## config.mk

```make
export PLATFORM = sky130hd
export DESIGN_NAME = flk_lock_ctrl
export DESIGN_NICKNAME = d
export VERILOG_FILES = /design/src/rtl/flk_pkg.sv /design/src/rtl/flk_addr_map.sv /design/src/rtl/flk_cmd_seq.sv /design/src/rtl/flk_state_array.sv /design/src/rtl/flk_lock_ctrl.sv
export SDC_FILE = /design/constraint.sdc
export NUM_CORES = 1
export LEC_CHECK = 0
export ABC_CLOCK_PERIOD_IN_PS = 3700
export BUFFER_PORTS_ARGS = -buffer_cell sky130_fd_sc_hd__buf_2
export CAP_MARGIN = 10
export CORE_ASPECT_RATIO = 2
export CORE_MARGIN = 4
export CORE_UTILIZATION = 60
export DETAILED_ROUTE_END_ITERATION = 10
export PLACE_DENSITY = 0.78
export SETUP_SLACK_MARGIN = 0.05
export SLEW_MARGIN = 20
export SYNTH_ARGS = -nofsm -noshare
export SYNTH_HDL_FRONTEND = slang
export SYNTH_HIERARCHICAL = 1
export SYNTH_SLANG_ARGS = --single-unit
```

## constraint.sdc

```tcl
create_clock -name clk -period 3.7 [get_ports clk]
set_input_delay 0.185 -clock clk [delete_from_list [all_inputs] [get_ports clk]]
set_output_delay 0.185 -clock clk [all_outputs]
set_load 0.01 [all_outputs]
```

## src/rtl/flk_pkg.sv

```systemverilog
package flk_pkg;

   localparam logic [7:0] CMD_PREFIX = 8'h60;
   localparam logic [7:0] CMD_LOCK   = 8'h01;
   localparam logic [7:0] CMD_UNLOCK = 8'hD0;
   localparam logic [7:0] CMD_DOWN   = 8'h2F;

   typedef enum logic [1:0] {
      OP_NONE   = 2'd0,
      OP_LOCK   = 2'd1,
      OP_UNLOCK = 2'd2,
      OP_DOWN   = 2'd3
   } lk_op_t;

   typedef struct packed {
      logic dn;
      logic lk;
   } blk_st_t;

   localparam blk_st_t ST_LOCKED = '{dn: 1'b0, lk: 1'b1};

   // next state of one block for one operation
   function automatic blk_st_t blk_next(blk_st_t cur, lk_op_t op, logic wp_n);
      blk_st_t nxt;
      nxt = cur;
      case (op)
         OP_LOCK:   if (!(cur.dn && !wp_n)) nxt = '{dn: 1'b0, lk: 1'b1};
         OP_UNLOCK: if (!(cur.dn && !wp_n)) nxt = '{dn: 1'b0, lk: 1'b0};
         OP_DOWN:   nxt = '{dn: 1'b1, lk: 1'b1};
         default:   nxt = cur;
      endcase
      return nxt;
   endfunction

endpackage

```

## src/rtl/flk_addr_map.sv

```systemverilog
module flk_addr_map #(
   parameter int ADDR_W    = 22,
   parameter int MAIN_LOG2 = 15,
   parameter int PAR_LOG2  = 12,
   parameter bit TOP_BOOT  = 1'b0,
   parameter int IDX_W     = 8
) (
   input  logic [ADDR_W-1:0] addr,
   output logic [IDX_W-1:0]  idx
);
   localparam int SLOT_W = ADDR_W - MAIN_LOG2;
   localparam int SUB_W  = MAIN_LOG2 - PAR_LOG2;
   localparam int NSLOT  = 2 ** SLOT_W;
   localparam int NPAR   = 2 ** SUB_W;

   logic [SLOT_W-1:0] slot;
   logic [SUB_W-1:0]  sub;
   logic              unused_lo;

   assign slot      = addr[ADDR_W-1:MAIN_LOG2];
   assign sub       = addr[MAIN_LOG2-1:PAR_LOG2];
   assign unused_lo = ^addr[PAR_LOG2-1:0];

   generate
      if (TOP_BOOT) begin : g_top
         // main blocks take indices 0..NSLOT-2, small blocks follow
         always_comb begin
            if (slot == SLOT_W'(NSLOT - 1))
               idx = IDX_W'(NSLOT - 1) + IDX_W'(sub);
            else
               idx = IDX_W'(slot);
         end
      end else begin : g_bot
         // small blocks take indices 0..NPAR-1, main blocks follow
         always_comb begin
            if (slot == '0)
               idx = IDX_W'(sub);
            else
               idx = IDX_W'(slot) + IDX_W'(NPAR - 1);
         end
      end
   endgenerate
endmodule

```

## src/rtl/flk_cmd_seq.sv

```systemverilog
module flk_cmd_seq
   import flk_pkg::*;
(
   input  logic       clk,
   input  logic       rst_n,
   input  logic       rp_n,
   input  logic       cmd_valid,
   input  logic [7:0] cmd_data,
   output logic       armed,
   output lk_op_t     op
);
   // second-cycle decode
   always_comb begin
      op = OP_NONE;
      if (armed && cmd_valid) begin
         case (cmd_data)
            CMD_LOCK:   op = OP_LOCK;
            CMD_UNLOCK: op = OP_UNLOCK;
            CMD_DOWN:   op = OP_DOWN;
            default:    op = OP_NONE;
         endcase
      end
   end

   // prefix tracking: any write while armed closes the sequence
   always_ff @(posedge clk or negedge rst_n) begin
      if (!rst_n)
         armed <= 1'b0;
      else if (!rp_n)
         armed <= 1'b0;
      else if (cmd_valid)
         armed <= !armed && (cmd_data == CMD_PREFIX);
   end
endmodule

```

## src/rtl/flk_state_array.sv

```systemverilog
module flk_state_array
   import flk_pkg::*;
#(
   parameter int NBLK  = 135,
   parameter int IDX_W = 8
) (
   input  logic             clk,
   input  logic             rst_n,
   input  logic             rp_n,
   input  logic             wp_n,
   input  lk_op_t           op,
   input  logic [IDX_W-1:0] upd_idx,
   output logic [NBLK-1:0]  lk_vec,
   output logic [NBLK-1:0]  dn_vec
);
   generate
      for (genvar b = 0; b < NBLK; b++) begin : g_blk
         blk_st_t st_q;
         logic    hit;

         assign hit = (op != OP_NONE) && (upd_idx == IDX_W'(b));

         always_ff @(posedge clk or negedge rst_n) begin
            if (!rst_n)
               st_q <= ST_LOCKED;
            else if (!rp_n)
               st_q <= ST_LOCKED;
            else if (hit)
               st_q <= blk_next(st_q, op, wp_n);
         end

         assign lk_vec[b] = st_q.lk;
         assign dn_vec[b] = st_q.dn;
      end
   endgenerate
endmodule

```

## src/rtl/flk_lock_ctrl.sv

```systemverilog
module flk_lock_ctrl
   import flk_pkg::*;
#(
   parameter int ADDR_W     = 22,
   parameter int MAIN_LOG2  = 15,
   parameter int PAR_LOG2   = 12,
   parameter int BANKA_MAIN = 31,
   parameter int BANKB_MAIN = 96,
   parameter bit TOP_BOOT   = 1'b0
) (
   input  logic              clk,
   input  logic              rst_n,
   input  logic              rp_n,
   input  logic              wp_n,
   input  logic              cmd_valid,
   input  logic [7:0]        cmd_data,
   input  logic [ADDR_W-1:0] cmd_addr,
   input  logic [ADDR_W-1:0] qry_addr,
   output logic              qry_locked,
   output logic              qry_lockdown,
   input  logic              pe_req,
   input  logic [ADDR_W-1:0] pe_addr,
   output logic              pe_ok,
   output logic              lock_err
);
   localparam int NSLOT = 2 ** (ADDR_W - MAIN_LOG2);
   localparam int NPAR  = 2 ** (MAIN_LOG2 - PAR_LOG2);
   localparam int NBLK  = NPAR + NSLOT - 1;
   localparam int IDX_W = $clog2(NBLK);

   // elaboration checks on the geometry
   generate
      if (MAIN_LOG2 <= PAR_LOG2 || ADDR_W <= MAIN_LOG2) begin : g_bad_sizes
         $error("flk_lock_ctrl: block size parameters out of order");
      end
      if (BANKA_MAIN + 1 + BANKB_MAIN != NSLOT) begin : g_bad_banks
         $error("flk_lock_ctrl: bank block counts do not fill the address space");
      end
   endgenerate

   logic             armed;
   lk_op_t           op;
   logic [IDX_W-1:0] cmd_idx, qry_idx, pe_idx;
   logic [NBLK-1:0]  lk_vec, dn_vec;
   logic             pe_locked;

   flk_cmd_seq u_seq (
      .clk       (clk),
      .rst_n     (rst_n),
      .rp_n      (rp_n),
      .cmd_valid (cmd_valid),
      .cmd_data  (cmd_data),
      .armed     (armed),
      .op        (op)
   );

   flk_addr_map #(.ADDR_W(ADDR_W), .MAIN_LOG2(MAIN_LOG2), .PAR_LOG2(PAR_LOG2),
                  .TOP_BOOT(TOP_BOOT), .IDX_W(IDX_W))
   u_map_cmd (.addr(cmd_addr), .idx(cmd_idx));

   flk_addr_map #(.ADDR_W(ADDR_W), .MAIN_LOG2(MAIN_LOG2), .PAR_LOG2(PAR_LOG2),
                  .TOP_BOOT(TOP_BOOT), .IDX_W(IDX_W))
   u_map_qry (.addr(qry_addr), .idx(qry_idx));

   flk_addr_map #(.ADDR_W(ADDR_W), .MAIN_LOG2(MAIN_LOG2), .PAR_LOG2(PAR_LOG2),
                  .TOP_BOOT(TOP_BOOT), .IDX_W(IDX_W))
   u_map_pe (.addr(pe_addr), .idx(pe_idx));

   flk_state_array #(.NBLK(NBLK), .IDX_W(IDX_W)) u_arr (
      .clk     (clk),
      .rst_n   (rst_n),
      .rp_n    (rp_n),
      .wp_n    (wp_n),
      .op      (op),
      .upd_idx (cmd_idx),
      .lk_vec  (lk_vec),
      .dn_vec  (dn_vec)
   );

   assign qry_locked   = lk_vec[qry_idx];
   assign qry_lockdown = dn_vec[qry_idx];
   assign pe_locked    = lk_vec[pe_idx];
   assign pe_ok        = pe_req && !pe_locked;

   always_ff @(posedge clk or negedge rst_n) begin
      if (!rst_n)
         lock_err <= 1'b0;
      else if (!rp_n)
         lock_err <= 1'b0;
      else
         lock_err <= pe_req && pe_locked;
   end
endmodule

```

After elaboration in Yosys (flattened, before gate mapping)
Index checks and enable logic that the tools add are counted.
{"block": "classes", "n_reduce_logical": 417, "addsub": 3, "muxes": 689, "magnitude_cmp": 2, "n_eq_ne": 548}
{"op": "2-bit 2-to-1 mux", "n": 541}
{"op": "2-bit one-hot mux with 3 select lines", "n": 136}
{"op": "3-bit inequality test, second input constant", "n": 270}
{"op": "4-bit AND reduction", "n": 135}
{"op": "8-bit by 7-bit == test with 1-bit output, second input constant", "n": 65}
{"op": "1-bit logical AND", "n": 274}
{"op": "2-bit by 1-bit inequality test with 1-bit output, second input constant", "n": 136}
{"op": "8-bit by 6-bit == test with 1-bit output, second input constant", "n": 33}
{"op": "8-bit by 5-bit == test with 1-bit output, second input constant", "n": 16}
{"op": "8-bit by 4-bit == test with 1-bit output, second input constant", "n": 8}
{"op": "8-bit == test, second input constant", "n": 8}
{"op": "8-bit by 3-bit == test with 1-bit output, second input constant", "n": 4}
{"op": "7-bit by 3-bit adder with 8-bit output, second input constant", "n": 3}
{"op": "1-bit binary-select mux with 8-bit select", "n": 3}
{"op": "8-bit 2-to-1 mux", "n": 3}
{"op": "7-bit logical NOT", "n": 3}
{"op": "8-bit by 9-bit less-than comparator with 1-bit output, second input constant", "n": 2}
{"op": "8-bit by 1-bit == test with 1-bit output, second input constant", "n": 2}
{"op": "8-bit by 2-bit == test with 1-bit output, second input constant", "n": 2}
{"op": "8-bit logical NOT", "n": 1}
{"op": "1-bit 2-to-1 mux", "n": 6}
{"op": "2-bit == test, second input constant", "n": 2}
{"op": "4-bit by 1-bit inequality test with 1-bit output, second input constant", "n": 1}
{"op": "1-bit logical NOT", "n": 3}
{"op": "other kinds (2)", "n": 2}
{"block": "word_totals", "ff_bits": 272, "output_inout_bits": 4, "wordCells": 1931, "inputBits": 80}

Logic depth before layout (Yosys ltp)
Gate-level depths: netlist of the first run.
{"block": "depth", "depth_word": 7, "mapped_depth": 15, "ltp_nobuf": 11}

Modules after synthesis
The synthesis of the first run kept the hierarchy.
{"module": "flk_state_array", "seq_area_each_um2": 6925.4, "n_inst": 1, "area_each_um2": 13052.5, "cells_each": 1152}
{"module": "flk_lock_ctrl", "seq_area_each_um2": 25.0, "n_inst": 1, "area_each_um2": 3503.4, "cells_each": 289}
{"module": "flk_addr_map", "seq_area_each_um2": 0.0, "n_inst": 3, "area_each_um2": 167.7, "cells_each": 22}
{"module": "flk_cmd_seq", "seq_area_each_um2": 25.0, "n_inst": 1, "area_each_um2": 125.1, "cells_each": 14}

Least setup slack after synthesis of the first run
OpenSTA, ideal clock, no wires.
{"block": "synth_timing", "path_type": "input -> output", "startpoint": "input port qry_addr[15]", "endpoint": "output port qry_lockdown", "t_required_ps": 3515, "arrival_ps": 2766, "path_slack_ps": 749, "path_buffers": 3, "cell_stages": 13, "path_cell_list": "inv_1 -> ha_1 -> nand2b_1 -> nand2b_2 -> mux2_4 -> buf_6 -> buf_12 -> buf_2 -> mux4_2 -> a221oi_1 -> nor2_1 -> a2111oi_4 -> a21oi_2"}
{"block": "synth_between", "elab_chain_len": 4, "elab_cells_between_ends": 5, "classes_between": "add/sub (1); mux (3); reduce/logical (1)"}
{"item": "start: declaration", "line_no": "flk_lock_ctrl.sv:18", "rtl": "input logic [ADDR_W-1:0] qry_addr,"}
{"item": "7-bit by 3-bit adder with 8-bit output / 7-bit logical NOT (equally long branches)", "line_no": "flk_addr_map.sv:39, flk_addr_map.sv:36"}
{"item": "8-bit 2-to-1 mux (*)", "line_no": "flk_addr_map.sv:36", "rtl": "if (slot == '0)"}
{"item": "net qry_idx[0]", "line_no": "flk_lock_ctrl.sv:43", "rtl": "logic [IDX_W-1:0] cmd_idx, qry_idx, pe_idx;"}
{"item": "1-bit binary-select mux with 8-bit select (*)", "line_no": "flk_lock_ctrl.sv:81", "rtl": "assign qry_lockdown = dn_vec[qry_idx];"}
{"item": "1-bit 2-to-1 mux (not written as such) (*)", "line_no": "flk_lock_ctrl.sv:81"}
{"item": "end: declaration", "line_no": "flk_lock_ctrl.sv:20", "rtl": "output logic qry_lockdown,"}
The timed path passes the listed nets; every way through them passes the cells marked *. The select of a mux whose other input is x is not followed.

Final worst setup path of the first run
Ends and elaborated chain as after synthesis.

==> flow_summary.json, run 1 <==
{
  "status": "complete, no violations",
  "final_hold_viol_count": 0,
  "seq_area_frac_synth_pct": 40.59,
  "setup_tns_ns": 0,
  "async_flop_share_pct": 100.0,
  "dieWidth_microns": 127.7,
  "maxSlewViolCount": 0,
  "fin_util_pct": 66.80,
  "arrival_ns": 3.38,
  "grt_overflow_total": 0,
  "num_vias": 14120,
  "ys_ff_latch": 272,
  "synth_ff_type": "dfrtp_1",
  "finalPower_mw": 6.471,
  "layout_common_cells": "nor2b_1, mux2i_1, o21ai_0, dfrtp_1, dfstp_2",
  "finalWorstSetupSlack_ns": 0.1347,
  "skew_ns": 0.03073,
  "place_congestion": 0.9739,
  "yosysTopAreaCell": "dfstp_2",
  "drt_iter0_drc": 1926,
  "drtPass1Iterations": 5,
  "syn_avg_cell_area_sq_um": 11.30,
  "netlist.area_leader.share_pct": 20.64,
  "slew-limit-headroom_pct": 31.62,
  "drive_gt1_share_pct": 29.19,
  "die_area_sq_mm": 0.03158,
  "ioPinCount": 84,
  "detailedPlace.worstSlack_ns": 0.1236,
  "fin_area_sq_mm": 0.01883,
  "grt_pass1_wl_microns": 83830,
  "synth.distinct_cells": 77,
  "root_buffer": "clkbuf_16",
  "cts_tree": "done",
  "dp_hpwl_microns": 36380,
  "grt_pass1_vias": 14560,
  "cts_buffer_depth": 3,
  "die_y_microns": 247.3,
  "period_share_pct": 96.36,
  "synth_edf_count": 0,
  "diodes": 0,
  "worst_pin_slew_ns": 1.026,
  "route.detailed.drc": 0,
  "avgRoutedWirePerCell_microns": 28.21,
  "grtUsageTotal_pct": 34.21,
  "ir_drop_mv": 0.3058,
  "syn_nets": 1604,
  "setup_viol_count_final": 0,
  "area.growth.synth_to_final_pct": 9.589,
  "min_path_type": "in2reg",
  "wl_microns": 53830,
  "crit_type": "in2out",
  "cp-end-kind": "primary output",
  "h-tree-depth": 1,
  "via_per_inst": 7.403,
  "core_area_sq_mm": 0.02819,
  "antenna_found_initial": 0,
  "layout_min_cycle_time_ns": 3.565,
  "clk_latency_ns": 0.56,
  "leakage_nw": 6.258,
  "fmax_ghz": 0.2805,
  "synthCells": 1521,
  "cp.required_ns": 3.51,
  "cts_sinks": 272,
  "grt_max_degree": 135,
  "portBuffers": 47,
  "rows": 87,
  "yosys-top-cells-area": "dfstp_2, dfrtp_1, mux4_2, mux2i_1, a211oi_1",
  "fin_nets": 1616,
  "start_util_pct": 60.95,
  "p_per_area_mw_per_mm2": 343.6,
  "yosysWarnings": 6,
  "cap_viol_max_count": 0,
  "final_antenna_net_count": 0,
  "crit_fanout": 22,
  "grt_setup_unrepaired": "yes",
  "cts_buffers": 25,
  "critPathLaunchType": "input port",
  "clkTransAtPathRegs_ns": 0.07,
  "synthesis.area_sq_mm": 0.01718,
  "place_area_sq_mm": 0.01788,
  "layout_commonest_cell": "nor2b_1"
}
==> sequential cells by signal, summed over array words and instances (netlist names) <==
name	count
u_arr/lk_vec	135
u_seq/armed	1
u_arr/dn_vec	135
lock_err	1
==> power breakdown <==
part | total, mW | switching (mW) | internal (mW)
sequential | 2.98 | 0.000244 | 2.98
clock | 2.72 | 1.20 | 1.52
combinational | 0.774 | 0.499 | 0.275
total | 6.47 | 1.70 | 4.77
==> area by class of cell <==
class,instances,area (sq um)
sequential,272,6975
fill,2112,9361
timing repair buffer,148,1182
clock inverter,8,101.3
inverter,15,56.30
multi-input combinational,1071,9336
clock buffer,38,734.5
tap,356,445.4
==> metal layers <==
layer	up-vias	GRT usage (%)	share of wire [%]
met3	286	5.578	7.9
li1	5932	-	-
met1	7006	40.39	34
met5	-	0	0
met4	0	25.97	8.8
met2	900	55.71	49
==> worst paths after layout <==
path	startpoint	to	slack (ns)	cells past startpoint
setup reg to reg	u_seq/armed$_DFFE_PN0P_	u_arr/dn_vec[134]$_DFFE_PN0P_	0.93	5
setup / recovery	qry_addr[15]	qry_lockdown	0.13	14
hold / removal	wp_n	u_arr/dn_vec[75]$_DFFE_PN0P_	0.05	4
min in group asynchronous	rst_n	u_arr/dn_vec[9]$_DFFE_PN0P_	0.34	2
max in group asynchronous	rst_n	u_arr/lk_vec[128]$_DFFE_PN1P_	2.29	3
hold reg to reg	u_arr/lk_vec[55]$_DFFE_PN1P_	u_arr/lk_vec[55]$_DFFE_PN1P_	0.54	2
==> stage by stage <==
stage                     cells  hold WS (ns)
after floorplan            1521       -0.1106
after global placement     1850        0.3325
after detailed placement   1851        0.3362
after CTS                  1901       0.05189
after global routing       1908        0.1157
final                      1908       0.05191
==> synthesized netlist by cell type (8+ instances only) <==
library cell and instances:
a22oi_1 8, o311ai_0 29, buf_6 19, mux2i_1 148, o211ai_1 111, nor2b_1 148, clkbuf_1 84, o21ai_0 139
nand2b_1 13, xnor2_1 9, nor2_1 14, nand3_1 23, buf_4 9, mux4_2 93, nand2_1 49, a21oi_1 8
nand4_1 19, buf_2 44, a211oi_1 131, dfrtp_1 137, inv_1 15, dfstp_2 135
==> kinds of logic after synthesis <==
| family | after synthesis | synth area share (%) |
|---|---|---|
| adders and majority gates | 3 | 0.2185 |
| and+or+nand+nor | 323 | 11.28 |
| AOI/OAI and AO/OA | 477 | 19.31 |
| DFF | 272 | 40.59 |
| muxes | 255 | 22.40 |
| xor gates and xnor gates | 13 | 0.7719 |
| buffers and inverters | 178 | 5.424 |
==> critical path, stage by stage <==
cell       delay [ns]
buf_2            0.10
inv_1            0.07
ha_1             0.17
nand2b_1         0.13
nand2b_2         0.28
mux2_4           0.33
buf_12           0.23
buf_4            0.20
mux4_2           0.55
a221oi_1         0.35
nor2_1           0.14
a2111oi_4        0.36
a21oi_2          0.11
buf_2            0.15
==> timing repair <==
action | CTS | global route
resized for setup | 0 | 2
setup buffers | 0 | 7
setup endpoints to repair | 0 | 3
hold buffers | 4 | 0
endpoints found under the hold margin | 50 | 0
(Power assumes the default switching activity.)
==> run 2, diff against run 1 <==
Settings changed: ABC_CLOCK_PERIOD_IN_PS 3700 to 3500, CORE_MARGIN 4 to unset.
Clock period 3.7 ns to 3.5 ns, I/O delays scaled along.
==> run 2 against run 1 <==
Compared with the run above:
- critical path depth did not move
- sequential cell count did not move
- clock skew fell by 0.010 ns
- non-clock buffer count fell by 1
- clock power rose by 9.6%
==> flow_summary.json, run 2 (synthesis results as in run 1) <==
{
  "reg2reg_depth": 7,
  "cts_buffer_depth": 3,
  "dp_hpwl_microns": 35030,
  "layout_commonest_cell": "nor2b_1",
  "maxSlewViolCount": 0,
  "cts_sinks": 272,
  "fill_cells": 2068,
  "num_vias": 14210,
  "die_area_sq_mm": 0.02936,
  "crit_end": "qry_locked",
  "p_per_area_mw_per_mm2": 367.2,
  "critPathLaunchType": "input port",
  "fin_area_sq_mm": 0.01891,
  "grt_setup_unrepaired": "yes",
  "hp-start": "wp_n",
  "cap_viol_max_count": 0,
  "cp.required_ns": 3.32,
  "dieWidth_microns": 121.7,
  "leakage_nw": 6.290,
  "start_util_pct": 60.95,
  "grt_overflow_total": 0,
  "grt_pass1_wl_microns": 81320,
  "crit_type": "in2out",
  "place_area_sq_mm": 0.01786,
  "fin_nets": 1617,
  "finalPower_mw": 6.944,
  "status": "complete, no violations",
  "rows": 87,
  "min_path_type": "in2reg",
  "crit_path_start": "qry_addr[15]",
  "die_y_microns": 241.3,
  "critPathSlowestCell": "mux4_2",
  "detailedPlace.worstSlack_ns": 0.05861,
  "period_share_pct": 96.26,
  "drive_gt1_share_pct": 29.21,
  "skew_ns": 0.02050,
  "max_stage_delay_ns": 0.49,
  "layout_min_cycle_time_ns": 3.369,
  "clkTransAtPathRegs_ns": 0.06,
  "grtUsageTotal_pct": 36.97,
  "ff2ff_setup_slack_ns": 0.58,
  "setup_tns_ns": 0,
  "ioPinCount": 84,
  "grt_max_degree": 275,
  "cp_num_buf_inv": 4,
  "antenna_found_initial": 0,
  "ir_drop_mv": 0.3534,
  "arrival_ns": 3.19,
  "root_buffer": "clkbuf_16",
  "area.growth.synth_to_final_pct": 10.06,
  "h-tree-depth": 1,
  "core_area_sq_mm": 0.02819,
  "drtPass1Iterations": 5,
  "drt_iter0_drc": 1672,
  "grt_pass1_vias": 14100,
  "finalWorstSetupSlack_ns": 0.1310,
  "cts_tree": "done",
  "avgRoutedWirePerCell_microns": 27.96,
  "layout_common_cells": "nor2b_1, mux2i_1, o21ai_0, dfrtp_1, dfstp_2",
  "slew-limit-headroom_pct": 25.72,
  "route.detailed.drc": 0,
  "cp_num_cells": 14,
  "clk_latency_ns": 0.56,
  "fmax_ghz": 0.2968,
  "via_per_inst": 7.438,
  "crit_fanout": 9,
  "path_delay_family": "multiplexers",
  "crit_chain": "buf_2, inv_1, ha_1, nand2b_1, nand2b_2, mux2_4, buf_4, mux4_2, mux4_2, nand2b_1, nand4_1, nor4b_1, a221oi_1, buf_2",
  "final_hold_viol_count": 0,
  "wl_microns": 53410,
  "worstReg2RegStart": "u_seq/armed$_DFFE_PN0P_",
  "setup_viol_count_final": 0,
  "final_antenna_net_count": 0,
  "worst_pin_slew_ns": 1.106,
  "portBuffers": 47,
  "r2r-end": "u_arr/lk_vec[99]$_DFFE_PN1P_",
  "place_congestion": 0.9723,
  "cp-end-kind": "primary output",
  "diodes": 0,
  "cts_buffers": 26
}
run 2: final cells by class:
class	count	area [sq um]	area share (%)
clock buffers	40	753.2	3.983
clock inverters	8	130.1	0.6881
inverters	15	56.30	0.2977
multi-input cells	1072	9369	49.54
flip-flops and latches	272	6975	36.88
well taps	356	445.4	2.355
repair buffers	147	1182	6.252
run 2: what timing repair did:
action	in CTS	in global routing
pin swaps	0	2
cloned	0	1
resized for setup	0	7
setup endpoints to repair	1	3
endpoints found under the hold margin	46	0
buffers inserted	5	5
hold buffers	4	0
run 2: per-layer routing:
| metal | global-route usage, % | routed length, microns | vias up |
|---|---|---|---|
| li1 | - | - | 5932 |
| met1 | 42.97 | 18020 | 7100 |
| met2 | 60.42 | 26190 | 898 |
| met3 | 5.767 | 4282 | 276 |
| met4 | 29.52 | 4921 | 0 |
| met5 | 0 | 0 | - |
run 2: power by group:
group	switching [mW]	internal [mW]
combinational	0.518	0.291
clock	1.27	1.71
sequential	0.000325	3.15
total	1.79	5.15
run 2: worst min-delay path by stage:
stage	endpoint	slack [ns]	cells after the start
floorplan	lock_err$_DFF_PN0_	-0.12	0
CTS	u_arr/dn_vec[75]$_DFFE_PN0P_	0.05	4
global placement	u_arr/dn_vec[70]$_DFFE_PN0P_	0.24	1
detailed placement	u_arr/dn_vec[69]$_DFFE_PN0P_	0.23	1
finish	u_arr/dn_vec[75]$_DFFE_PN0P_	0.06	4
global route	u_arr/dn_vec[75]$_DFFE_PN0P_	0.10	4
run 2: per-stage QoR:
step	hold WS [ns]	util, %	cells
floorplan	-0.1206	-	1521
global placement	0.2436	63.32	1846
detailed placement	0.2343	63.35	1847
CTS	0.05350	66.76	1904
global route	0.1018	67.08	1910
finish	0.06008	67.08	1910
run 2: worst reg2reg max path, delay by kind of cell, from the launching register on:
family,cells,cell delay [ns]
buffers and inverters,1,0.25
DFF,1,0.39
muxes,1,0.23
AOI/OAI and AO/OA,3,1.26
and+or+nand+nor,2,0.70
